===== src/rtl/blit_pkg.sv =====
package blit_pkg;

    typedef enum logic [3:0] {
        ST_IDLE,
        ST_CMD_RD,
        ST_CMD_LD,
        ST_SIZE_RD,
        ST_SIZE_LD,
        ST_DATA_RD,
        ST_DATA_LD,
        ST_WORD_RD,
        ST_WORD_LD,
        ST_PIXEL,
        ST_NEXT
    } blit_state_e;

    // command word layout
    localparam int SIDX_LSB = 30;
    localparam int OFS_LSB  = 48;
    localparam int OFS_W    = 9;
    localparam int DIDX_LSB = 58;
    localparam int IDX_W    = 6;

    // size entry layout
    localparam int SZ_W     = 12;
    localparam int SZ_H_LSB = 12;
    localparam int BPP_LSB  = 24;
    localparam int SZE_W    = 27;

    localparam int WORD_W   = 64;
    localparam int PIX_W    = 8;

endpackage


===== src/rtl/blit_regs.sv =====
module blit_regs #(
    parameter int NCH    = 2,
    parameter int ADDR_W = 32,
    parameter int CNT_W  = 16,
    parameter int RA_W   = 3
) (
    input  logic              clk,
    input  logic              rst_n,
    input  logic              reg_we,
    input  logic [RA_W-1:0]   reg_addr,
    input  logic [ADDR_W-1:0] reg_wdata,
    input  logic              busy,
    output logic              start,
    output logic [ADDR_W-1:0] job_base,
    output logic [CNT_W-1:0]  job_count,
    output logic [ADDR_W-1:0] size_base,
    output logic [ADDR_W-1:0] data_base
);

    localparam int SZB_ADDR = 3 * NCH;
    localparam int DTB_ADDR = 3 * NCH + 1;

    logic [ADDR_W-1:0] base_q [NCH];
    logic [CNT_W-1:0]  cnt_q  [NCH];
    logic [ADDR_W-1:0] szb_q, dtb_q;

    always_ff @(posedge clk or negedge rst_n) begin
        if (!rst_n) begin
            for (int c = 0; c < NCH; c++) begin
                base_q[c] <= '0;
                cnt_q[c]  <= '0;
            end
            szb_q <= '0;
            dtb_q <= '0;
        end else if (reg_we) begin
            for (int c = 0; c < NCH; c++) begin
                if (reg_addr == RA_W'(3 * c))
                    base_q[c] <= reg_wdata;
                if (reg_addr == RA_W'(3 * c + 1))
                    cnt_q[c] <= reg_wdata[CNT_W-1:0];
            end
            if (reg_addr == RA_W'(SZB_ADDR))
                szb_q <= reg_wdata;
            if (reg_addr == RA_W'(DTB_ADDR))
                dtb_q <= reg_wdata;
        end
    end

    // trigger decode: data value of the trigger write is ignored
    always_comb begin
        start     = 1'b0;
        job_base  = '0;
        job_count = '0;
        for (int c = 0; c < NCH; c++) begin
            if (reg_we && reg_addr == RA_W'(3 * c + 2)) begin
                job_base  = base_q[c];
                job_count = cnt_q[c];
                start     = !busy && (cnt_q[c] != '0);
            end
        end
    end

    assign size_base = szb_q;
    assign data_base = dtb_q;

endmodule


===== src/rtl/blit_unpack.sv =====
module blit_unpack
    import blit_pkg::*;
(
    input  logic              clk,
    input  logic              rst_n,
    input  logic              load,
    input  logic [WORD_W-1:0] word_in,
    input  logic              shift,
    input  logic [3:0]        bpp,
    output logic [PIX_W-1:0]  gray,
    output logic              short_next
);

    localparam int AV_W = $clog2(WORD_W) + 1;

    logic [WORD_W-1:0] word_q;
    logic [AV_W-1:0]   avail_q;
    logic [AV_W-1:0]   bpp_ext;
    logic [AV_W-1:0]   left_after;
    logic [PIX_W:0]    mask;
    logic [PIX_W-1:0]  raw;

    assign bpp_ext = AV_W'(bpp);

    always_ff @(posedge clk or negedge rst_n) begin
        if (!rst_n) begin
            word_q  <= '0;
            avail_q <= '0;
        end else if (load) begin
            word_q  <= word_in;
            avail_q <= AV_W'(WORD_W);
        end else if (shift) begin
            word_q  <= word_q >> bpp;
            avail_q <= avail_q - bpp_ext;
        end
    end

    always_comb begin
        mask       = (PIX_W+1)'(1) << bpp;
        mask       = mask - (PIX_W+1)'(1);
        raw        = word_q[PIX_W-1:0] & mask[PIX_W-1:0];
        gray       = raw << (4'd8 - bpp);
        left_after = avail_q - bpp_ext;
        short_next = left_after < bpp_ext;
    end

    // a pixel is never taken from fewer bits than its depth
    a_r8_enough_bits: assert property (@(posedge clk) disable iff (!rst_n)
        shift |-> (avail_q >= bpp_ext));

endmodule


===== src/rtl/blit_seq.sv =====
module blit_seq
    import blit_pkg::*;
#(
    parameter int ADDR_W = 32,
    parameter int CNT_W  = 16,
    parameter int FB_XW  = 11,
    parameter int FB_YW  = 10
) (
    input  logic              clk,
    input  logic              rst_n,
    input  logic              start,
    input  logic [ADDR_W-1:0] job_base,
    input  logic [CNT_W-1:0]  job_count,
    input  logic [ADDR_W-1:0] size_base,
    input  logic [ADDR_W-1:0] data_base,
    output logic              mem_rd,
    output logic [ADDR_W-1:0] mem_addr,
    input  logic [WORD_W-1:0] mem_rdata,
    output logic              unp_load,
    output logic              unp_shift,
    output logic [3:0]        bpp,
    input  logic              short_next,
    input  logic [PIX_W-1:0]  gray,
    output logic              busy,
    output logic              fb_we,
    output logic [FB_XW-1:0]  fb_x,
    output logic [FB_YW-1:0]  fb_y,
    output logic [31:0]       fb_pixel
);

    localparam int SUM_W = SZ_W + 2;
    localparam int FB_W  = 1 << FB_XW;
    localparam int FB_H  = 1 << FB_YW;

    blit_state_e state_q, state_d;

    logic [ADDR_W-1:0] ptr_q, src_q;
    logic [CNT_W-1:0]  left_q;
    logic [FB_XW-1:0]  x_q;
    logic [FB_YW-1:0]  y_q;
    logic [IDX_W-1:0]  sidx_q, didx_q;
    logic [OFS_W-1:0]  ofs_q;
    logic [SZ_W-1:0]   sw_q, sh_q, w_q, h_q, col_q, row_q;
    logic [2:0]        bppm1_q;

    logic [ADDR_W-1:0] size_addr, data_addr, src_addr;
    logic [SZE_W-1:0]  size_word;
    logic [15:0]       data_ent;
    logic [SUM_W-1:0]  x_ext, y_ext, sum_x, sum_y;
    logic [SZ_W-1:0]   w_clip, h_clip;
    logic              last_col, last_row;

    // table addressing and field extraction
    always_comb begin
        size_addr = size_base + ADDR_W'({sidx_q, 2'b00});
        data_addr = data_base + ADDR_W'({didx_q, 1'b0});
        size_word = SZE_W'(size_addr[2] ? mem_rdata[63:32] : mem_rdata[31:0]);
        data_ent  = mem_rdata[{data_addr[2:1], 4'b0000} +: 16];
        src_addr  = ADDR_W'({data_ent, 14'b0}) | ADDR_W'({ofs_q, 5'b0});
    end

    // edge clipping
    always_comb begin
        x_ext  = SUM_W'(x_q);
        y_ext  = SUM_W'(y_q);
        sum_x  = x_ext + SUM_W'(sw_q);
        sum_y  = y_ext + SUM_W'(sh_q);
        w_clip = (sum_x > SUM_W'(FB_W)) ? SZ_W'(SUM_W'(FB_W) - x_ext) : sw_q;
        h_clip = (sum_y > SUM_W'(FB_H)) ? SZ_W'(SUM_W'(FB_H) - y_ext) : sh_q;
    end

    assign last_col = (col_q == w_q - SZ_W'(1));
    assign last_row = (row_q == h_q - SZ_W'(1));

    // next state
    always_comb begin
        state_d = state_q;
        unique case (state_q)
            ST_IDLE:    if (start) state_d = ST_CMD_RD;
            ST_CMD_RD:  state_d = ST_CMD_LD;
            ST_CMD_LD:  state_d = ST_SIZE_RD;
            ST_SIZE_RD: state_d = ST_SIZE_LD;
            ST_SIZE_LD: state_d = ST_DATA_RD;
            ST_DATA_RD: state_d = ST_DATA_LD;
            ST_DATA_LD: state_d = (w_clip == '0 || h_clip == '0) ? ST_NEXT : ST_WORD_RD;
            ST_WORD_RD: state_d = ST_WORD_LD;
            ST_WORD_LD: state_d = ST_PIXEL;
            ST_PIXEL: begin
                if (last_col)
                    state_d = last_row ? ST_NEXT : ST_WORD_RD;
                else if (short_next)
                    state_d = ST_WORD_RD;
            end
            ST_NEXT:    state_d = (left_q == CNT_W'(1)) ? ST_IDLE : ST_CMD_RD;
            default:    state_d = ST_IDLE;
        endcase
    end

    // state register
    always_ff @(posedge clk or negedge rst_n) begin
        if (!rst_n) state_q <= ST_IDLE;
        else        state_q <= state_d;
    end

    // datapath registers
    always_ff @(posedge clk or negedge rst_n) begin
        if (!rst_n) begin
            ptr_q   <= '0;
            src_q   <= '0;
            left_q  <= '0;
            x_q     <= '0;
            y_q     <= '0;
            sidx_q  <= '0;
            didx_q  <= '0;
            ofs_q   <= '0;
            sw_q    <= '0;
            sh_q    <= '0;
            w_q     <= '0;
            h_q     <= '0;
            col_q   <= '0;
            row_q   <= '0;
            bppm1_q <= '0;
        end else begin
            unique case (state_q)
                ST_IDLE: if (start) begin
                    ptr_q  <= job_base;
                    left_q <= job_count;
                end
                ST_CMD_LD: begin
                    x_q    <= mem_rdata[FB_XW-1:0];
                    y_q    <= mem_rdata[FB_XW+FB_YW-1:FB_XW];
                    sidx_q <= mem_rdata[SIDX_LSB +: IDX_W];
                    ofs_q  <= mem_rdata[OFS_LSB +: OFS_W];
                    didx_q <= mem_rdata[DIDX_LSB +: IDX_W];
                end
                ST_SIZE_LD: begin
                    sw_q    <= size_word[SZ_W-1:0];
                    sh_q    <= size_word[SZ_H_LSB +: SZ_W];
                    bppm1_q <= size_word[BPP_LSB +: 3];
                end
                ST_DATA_LD: begin
                    src_q <= src_addr;
                    w_q   <= w_clip;
                    h_q   <= h_clip;
                    col_q <= '0;
                    row_q <= '0;
                end
                ST_WORD_RD: src_q <= src_q + ADDR_W'(8);
                ST_PIXEL: begin
                    if (last_col) begin
                        col_q <= '0;
                        row_q <= row_q + SZ_W'(1);
                    end else begin
                        col_q <= col_q + SZ_W'(1);
                    end
                end
                ST_NEXT: begin
                    ptr_q  <= ptr_q + ADDR_W'(8);
                    left_q <= left_q - CNT_W'(1);
                end
                default: ;
            endcase
        end
    end

    // outputs
    always_comb begin
        mem_rd    = (state_q == ST_CMD_RD) || (state_q == ST_SIZE_RD) ||
                    (state_q == ST_DATA_RD) || (state_q == ST_WORD_RD);
        unique case (state_q)
            ST_CMD_RD:  mem_addr = ptr_q;
            ST_SIZE_RD: mem_addr = size_addr;
            ST_DATA_RD: mem_addr = data_addr;
            default:    mem_addr = src_q;
        endcase
        unp_load  = (state_q == ST_WORD_LD);
        unp_shift = (state_q == ST_PIXEL);
        fb_we     = (state_q == ST_PIXEL);
        busy      = (state_q != ST_IDLE);
        bpp       = {1'b0, bppm1_q} + 4'd1;
        fb_x      = x_q + FB_XW'(col_q);
        fb_y      = y_q + FB_YW'(row_q);
        fb_pixel  = {8'hFF, gray, gray, gray};
    end

    // an accepted trigger makes the engine busy in the next cycle
    a_r2_busy_after_start: assert property (@(posedge clk) disable iff (!rst_n)
        start |=> busy);

    // every read is followed by a cycle in which its answer is consumed
    a_r7_read_gap: assert property (@(posedge clk) disable iff (!rst_n)
        mem_rd |=> !mem_rd);

    // clipping keeps writes from wrapping past the frame edge
    a_r10_no_wrap: assert property (@(posedge clk) disable iff (!rst_n)
        fb_we |-> (fb_x >= x_q) && (fb_y >= y_q));

    // back-to-back writes advance one column within the same row
    a_r11_row_major: assert property (@(posedge clk) disable iff (!rst_n)
        (fb_we && $past(fb_we)) |-> (fb_x == FB_XW'($past(fb_x) + 1'b1)) && (fb_y == $past(fb_y)));

endmodule


===== src/rtl/blit_engine.sv =====
module blit_engine
    import blit_pkg::*;
#(
    parameter  int NCH    = 2,
    parameter  int ADDR_W = 32,
    parameter  int CNT_W  = 16,
    parameter  int FB_XW  = 11,
    parameter  int FB_YW  = 10,
    localparam int RA_W   = $clog2(3 * NCH + 2)
) (
    input  logic              clk,
    input  logic              rst_n,
    input  logic              reg_we,
    input  logic [RA_W-1:0]   reg_addr,
    input  logic [ADDR_W-1:0] reg_wdata,
    output logic              mem_rd,
    output logic [ADDR_W-1:0] mem_addr,
    input  logic [63:0]       mem_rdata,
    output logic              fb_we,
    output logic [FB_XW-1:0]  fb_x,
    output logic [FB_YW-1:0]  fb_y,
    output logic [31:0]       fb_pixel,
    output logic              busy
);

    logic              start;
    logic [ADDR_W-1:0] job_base, size_base, data_base;
    logic [CNT_W-1:0]  job_count;
    logic              unp_load, unp_shift, short_next;
    logic [3:0]        bpp;
    logic [PIX_W-1:0]  gray;

    blit_regs #(
        .NCH(NCH), .ADDR_W(ADDR_W), .CNT_W(CNT_W), .RA_W(RA_W)
    ) u_regs (
        .clk       (clk),
        .rst_n     (rst_n),
        .reg_we    (reg_we),
        .reg_addr  (reg_addr),
        .reg_wdata (reg_wdata),
        .busy      (busy),
        .start     (start),
        .job_base  (job_base),
        .job_count (job_count),
        .size_base (size_base),
        .data_base (data_base)
    );

    blit_seq #(
        .ADDR_W(ADDR_W), .CNT_W(CNT_W), .FB_XW(FB_XW), .FB_YW(FB_YW)
    ) u_seq (
        .clk        (clk),
        .rst_n      (rst_n),
        .start      (start),
        .job_base   (job_base),
        .job_count  (job_count),
        .size_base  (size_base),
        .data_base  (data_base),
        .mem_rd     (mem_rd),
        .mem_addr   (mem_addr),
        .mem_rdata  (mem_rdata),
        .unp_load   (unp_load),
        .unp_shift  (unp_shift),
        .bpp        (bpp),
        .short_next (short_next),
        .gray       (gray),
        .busy       (busy),
        .fb_we      (fb_we),
        .fb_x       (fb_x),
        .fb_y       (fb_y),
        .fb_pixel   (fb_pixel)
    );

    blit_unpack u_unpack (
        .clk        (clk),
        .rst_n      (rst_n),
        .load       (unp_load),
        .word_in    (mem_rdata),
        .shift      (unp_shift),
        .bpp        (bpp),
        .gray       (gray),
        .short_next (short_next)
    );

endmodule


===== config.mk =====
export PLATFORM = sky130hd
export DESIGN_NAME = blit_engine
export DESIGN_NICKNAME = d
export VERILOG_FILES = /design/src/rtl/blit_pkg.sv /design/src/rtl/blit_regs.sv /design/src/rtl/blit_unpack.sv /design/src/rtl/blit_seq.sv /design/src/rtl/blit_engine.sv
export SDC_FILE = /design/constraint.sdc
export NUM_CORES = 1
export LEC_CHECK = 0
export ABC_CLOCK_PERIOD_IN_PS = 5600
export BUFFER_PORTS_ARGS = -buffer_cell sky130_fd_sc_hd__buf_2
export CORE_AREA = 2 2 258 260
export DETAILED_ROUTE_END_ITERATION = 6
export DIE_AREA = 0 0 260 262
export HOLD_SLACK_MARGIN = 0.03
export RECOVER_POWER = 25
export SLEW_MARGIN = 20
export SYNTH_ARGS = -nofsm -noshare
export SYNTH_HDL_FRONTEND = slang
export SYNTH_HIERARCHICAL = 1
export SYNTH_SLANG_ARGS = --single-unit

===== constraint.sdc =====
create_clock -name clk -period 5.6 [get_ports clk]
set_input_delay 0.84 -clock clk [delete_from_list [all_inputs] [get_ports clk]]
set_output_delay 0.84 -clock clk [all_outputs]
set_load 0.02 [all_outputs]

==> impl_metrics.json <==
{
  "status": "finished with violations",
  "violations": "DRC, capacitance limit, slew limit",
  "synth_area_leaders": "dfrtp_1 (37%), mux2_2 (9.1%), mux2i_1 (4.4%), mux4_2 (4.0%), ha_1 (3.4%)",
  "first_pass_iters": 7,
  "cts.sinks": 429,
  "drv_slew": 86,
  "die_width_um": 260,
  "power.density_nw_per_um2": 256,
  "yosysTopAreaCell": "dfrtp_1",
  "setup_viol": 0,
  "netlist-cell-type-count": 91,
  "final_nets": 3204,
  "cts_tree": "done",
  "worstPathRequired_ns": 4.76,
  "layout_commonest_cell": "dfrtp_1",
  "synth_edf_count": 0,
  "grt_start_max_net_pins": 103,
  "core_area_sq_um": 65300,
  "vdd_drop_max_v": 0.000230,
  "place_hpwl_mm": 67.1,
  "tightest_slew_ns": 4.50,
  "fmax_ghz": 0.205,
  "port_buffers": 181,
  "cts_max_level": 2,
  "grtUsageMet2_pct": 42.7,
  "ys_seq_elements": 429,
  "cts_setup_buffers": 0,
  "gp_congestion": 0.941,
  "max-cap-violations": 1,
  "path_max_fanout": 40,
  "overflow": 0,
  "die_area_sq_um": 68100,
  "clockBufferDepth": 3,
  "postPlaceCellArea_sq_um": 30300,
  "clk_pin_slew_worst_paths_ns": 0.06,
  "grt_pass1_vias": 24100,
  "synth-async-reset-ratio_pct": 100,
  "die_height_um": 262,
  "path_class": "register to output pin",
  "power_leakage_uw": 0.0137,
  "netlist_area_sq_um": 29100,
  "cts-resized-gates": 0,
  "worstPathArrival_ns": 4.04,
  "critPathCaptureType": "output pin",
  "antenna_found_initial": 5,
  "met3_usage_pct": 4.62,
  "min_period_over_period_pct": 87.1,
  "relSlewSlack_pct": -200,
  "min_path_type": "register to register",
  "grt_usage_pct": 27.1,
  "cts_root_buf": "clkbuf_16",
  "routedWlPerCell_um": 23.8,
  "numCtsBuffers": 49,
  "synthDominantCellAreaShare_pct": 36.9,
  "viasPerCell": 6.24,
  "drtIter0Drc": 2233,
  "area_growth_pct": 10.7,
  "drtAntennaViolNets": 0,
  "fin_setup_tns_ns": 0,
  "top_usage_layer": "met2",
  "initial_core_util_pct": 44.6,
  "vias": 24500,
  "yosysSeqAreaShare_pct": 36.9,
  "grt_pass1_wl_mm": 143,
  "rows": 94,
  "final_cell_mix": "dfrtp_1 (429), nand2_1 (238), mux2_2 (236), nor2_1 (201), o21ai_0 (187)",
  "wl_mm": 93.3,
  "finClkSkew_ns": 0.0247,
  "startpoint_type": "register",
  "syn_inst": 2961,
  "yosys_warnings": 6,
  "synth_flop_cell": "dfrtp_1",
  "rsz0062_at_grt": "false",
  "drive_above_1_share_pct": 20.8,
  "clk_latency_ns": 0.62,
  "globalRouteMet1Util_pct": 37.3,
  "avgSynthCellArea_sq_um": 9.82,
  "hold_violations": 0,
  "cts_hold_repair.buffers": 0,
  "period_minus_slack_ns": 4.88,
  "stdcell_area_sq_um": 32200,
  "drc_errors": 9,
  "ioPinCount": 190
}
-- where the power goes --
group / internal (uW) / total (uW) / switching, uW
clock network: 2330 / 3760 / 1430
logic: 427 / 887 / 460
registers: 3370 / 3590 / 224
total: 6120 / 8240 / 2110
-- path summary, 6_finish.rpt --
kind	slack (ns)	to	start	cells past startpoint
worst max register to register	1.50	u_seq/state_q[2]	u_seq/bppm1_q[2]	12
worst max-delay path	0.72	fb_pixel[6]	u_seq/bppm1_q[0]	12
worst min-delay path	0.48	u_seq/src_q[6]	u_seq/ofs_q[1]	2
max in group asynchronous	1.07	u_regs/data_base[17]	rst_n	2
min in group asynchronous	1.98	u_unpack/word_q[61]	rst_n	1
worst min register to register	0.48	u_seq/src_q[6]	u_seq/ofs_q[1]	2
-- area by class of cell --
class / instances / area, sq um
diodes: 3 / 7.51
clock buffers: 66 / 1370
clock inverters: 26 / 514
fillers: 6036 / 33100
inverters: 66 / 250
multi-input cells: 2250 / 17000
flip-flops and latches: 429 / 10700
well taps: 864 / 1080
repair buffers: 221 / 1250
-- layer usage --
layer / vias up / part of all wire [%] / wire (um)
met1: 12200 / 44 / 40700
met2: 1027 / 45 / 42400
met3: 217 / 7.0 / 6560
met4: 0 / 4.0 / 3690
met5: - / 0 / 0
li1: 11100 / - / -
-- metrics by stage --
step	setup WS, ns	cells	utilization [%]	hold slack [ns]	power, uW
detailed placement	1.38	3830	46.4	0.476	4520
floorplan	1.19	2968	-	0.446	4150
global route	0.338	3923	49.3	0.490	8530
CTS	0.733	3922	49.3	0.276	8290
global placement	1.46	3830	46.4	0.467	4480
finish	0.724	3925	49.3	0.484	8240
-- cells in the mapped netlist, types with 39 or more instances --
cell        n
nor2_1    205
mux2i_1   129
inv_1      63
xnor2_1    86
a22o_1     51
xor2_1     80
dfrtp_1   429
nor3b_1    60
ha_1       78
clkbuf_1  116
mux2_2    236
nor3_1     60
nand3_1    88
a21oi_1   173
mux4_2     52
nor4_1     39
buf_4      40
nand2_1   239
o21ai_0   187
-- flip-flops by register name, summed over array words and instances (netlist names), 6 cells and up --
signal and flops:
u_seq/sw_q 12, u_regs/base_q 64, u_seq/ofs_q 9, u_seq/left_q 16
u_seq/y_q 10, u_seq/w_q 12, u_seq/sh_q 12, u_seq/sidx_q 6
u_seq/h_q 12, u_unpack/avail_q 7, u_seq/src_q 29, u_seq/didx_q 6
u_seq/x_q 11, u_regs/data_base 32, u_seq/ptr_q 32, u_unpack/word_q 64
u_regs/cnt_q 32, u_seq/row_q 12, u_seq/col_q 12, u_regs/size_base 32
-- cells by family after synthesis --
logic type / Yosys count / synth area share, %
simple gates: 865 / 14.9
compound gates: 690 / 15.5
fa+ha+maj: 85 / 3.84
other cells: 1 / 0.0129
flops: 429 / 36.9
mux: 436 / 19.0
buf+inv: 289 / 4.95
xor+xnor: 166 / 5.00
-- worst max-delay path: stages, from the launching register on --
cell and delay [ns]:
dfrtp_1 0.43, inv_4 0.41, inv_1 0.27, ha_1 0.31, ha_1 0.29, nand2b_1 0.15
ha_1 0.27, nor3b_1 0.26, mux2i_1 0.13, a21boi_0 0.19, o221ai_1 0.13, a211oi_1 0.36
buf_2 0.23
Power figures use the tool's default switching activity.
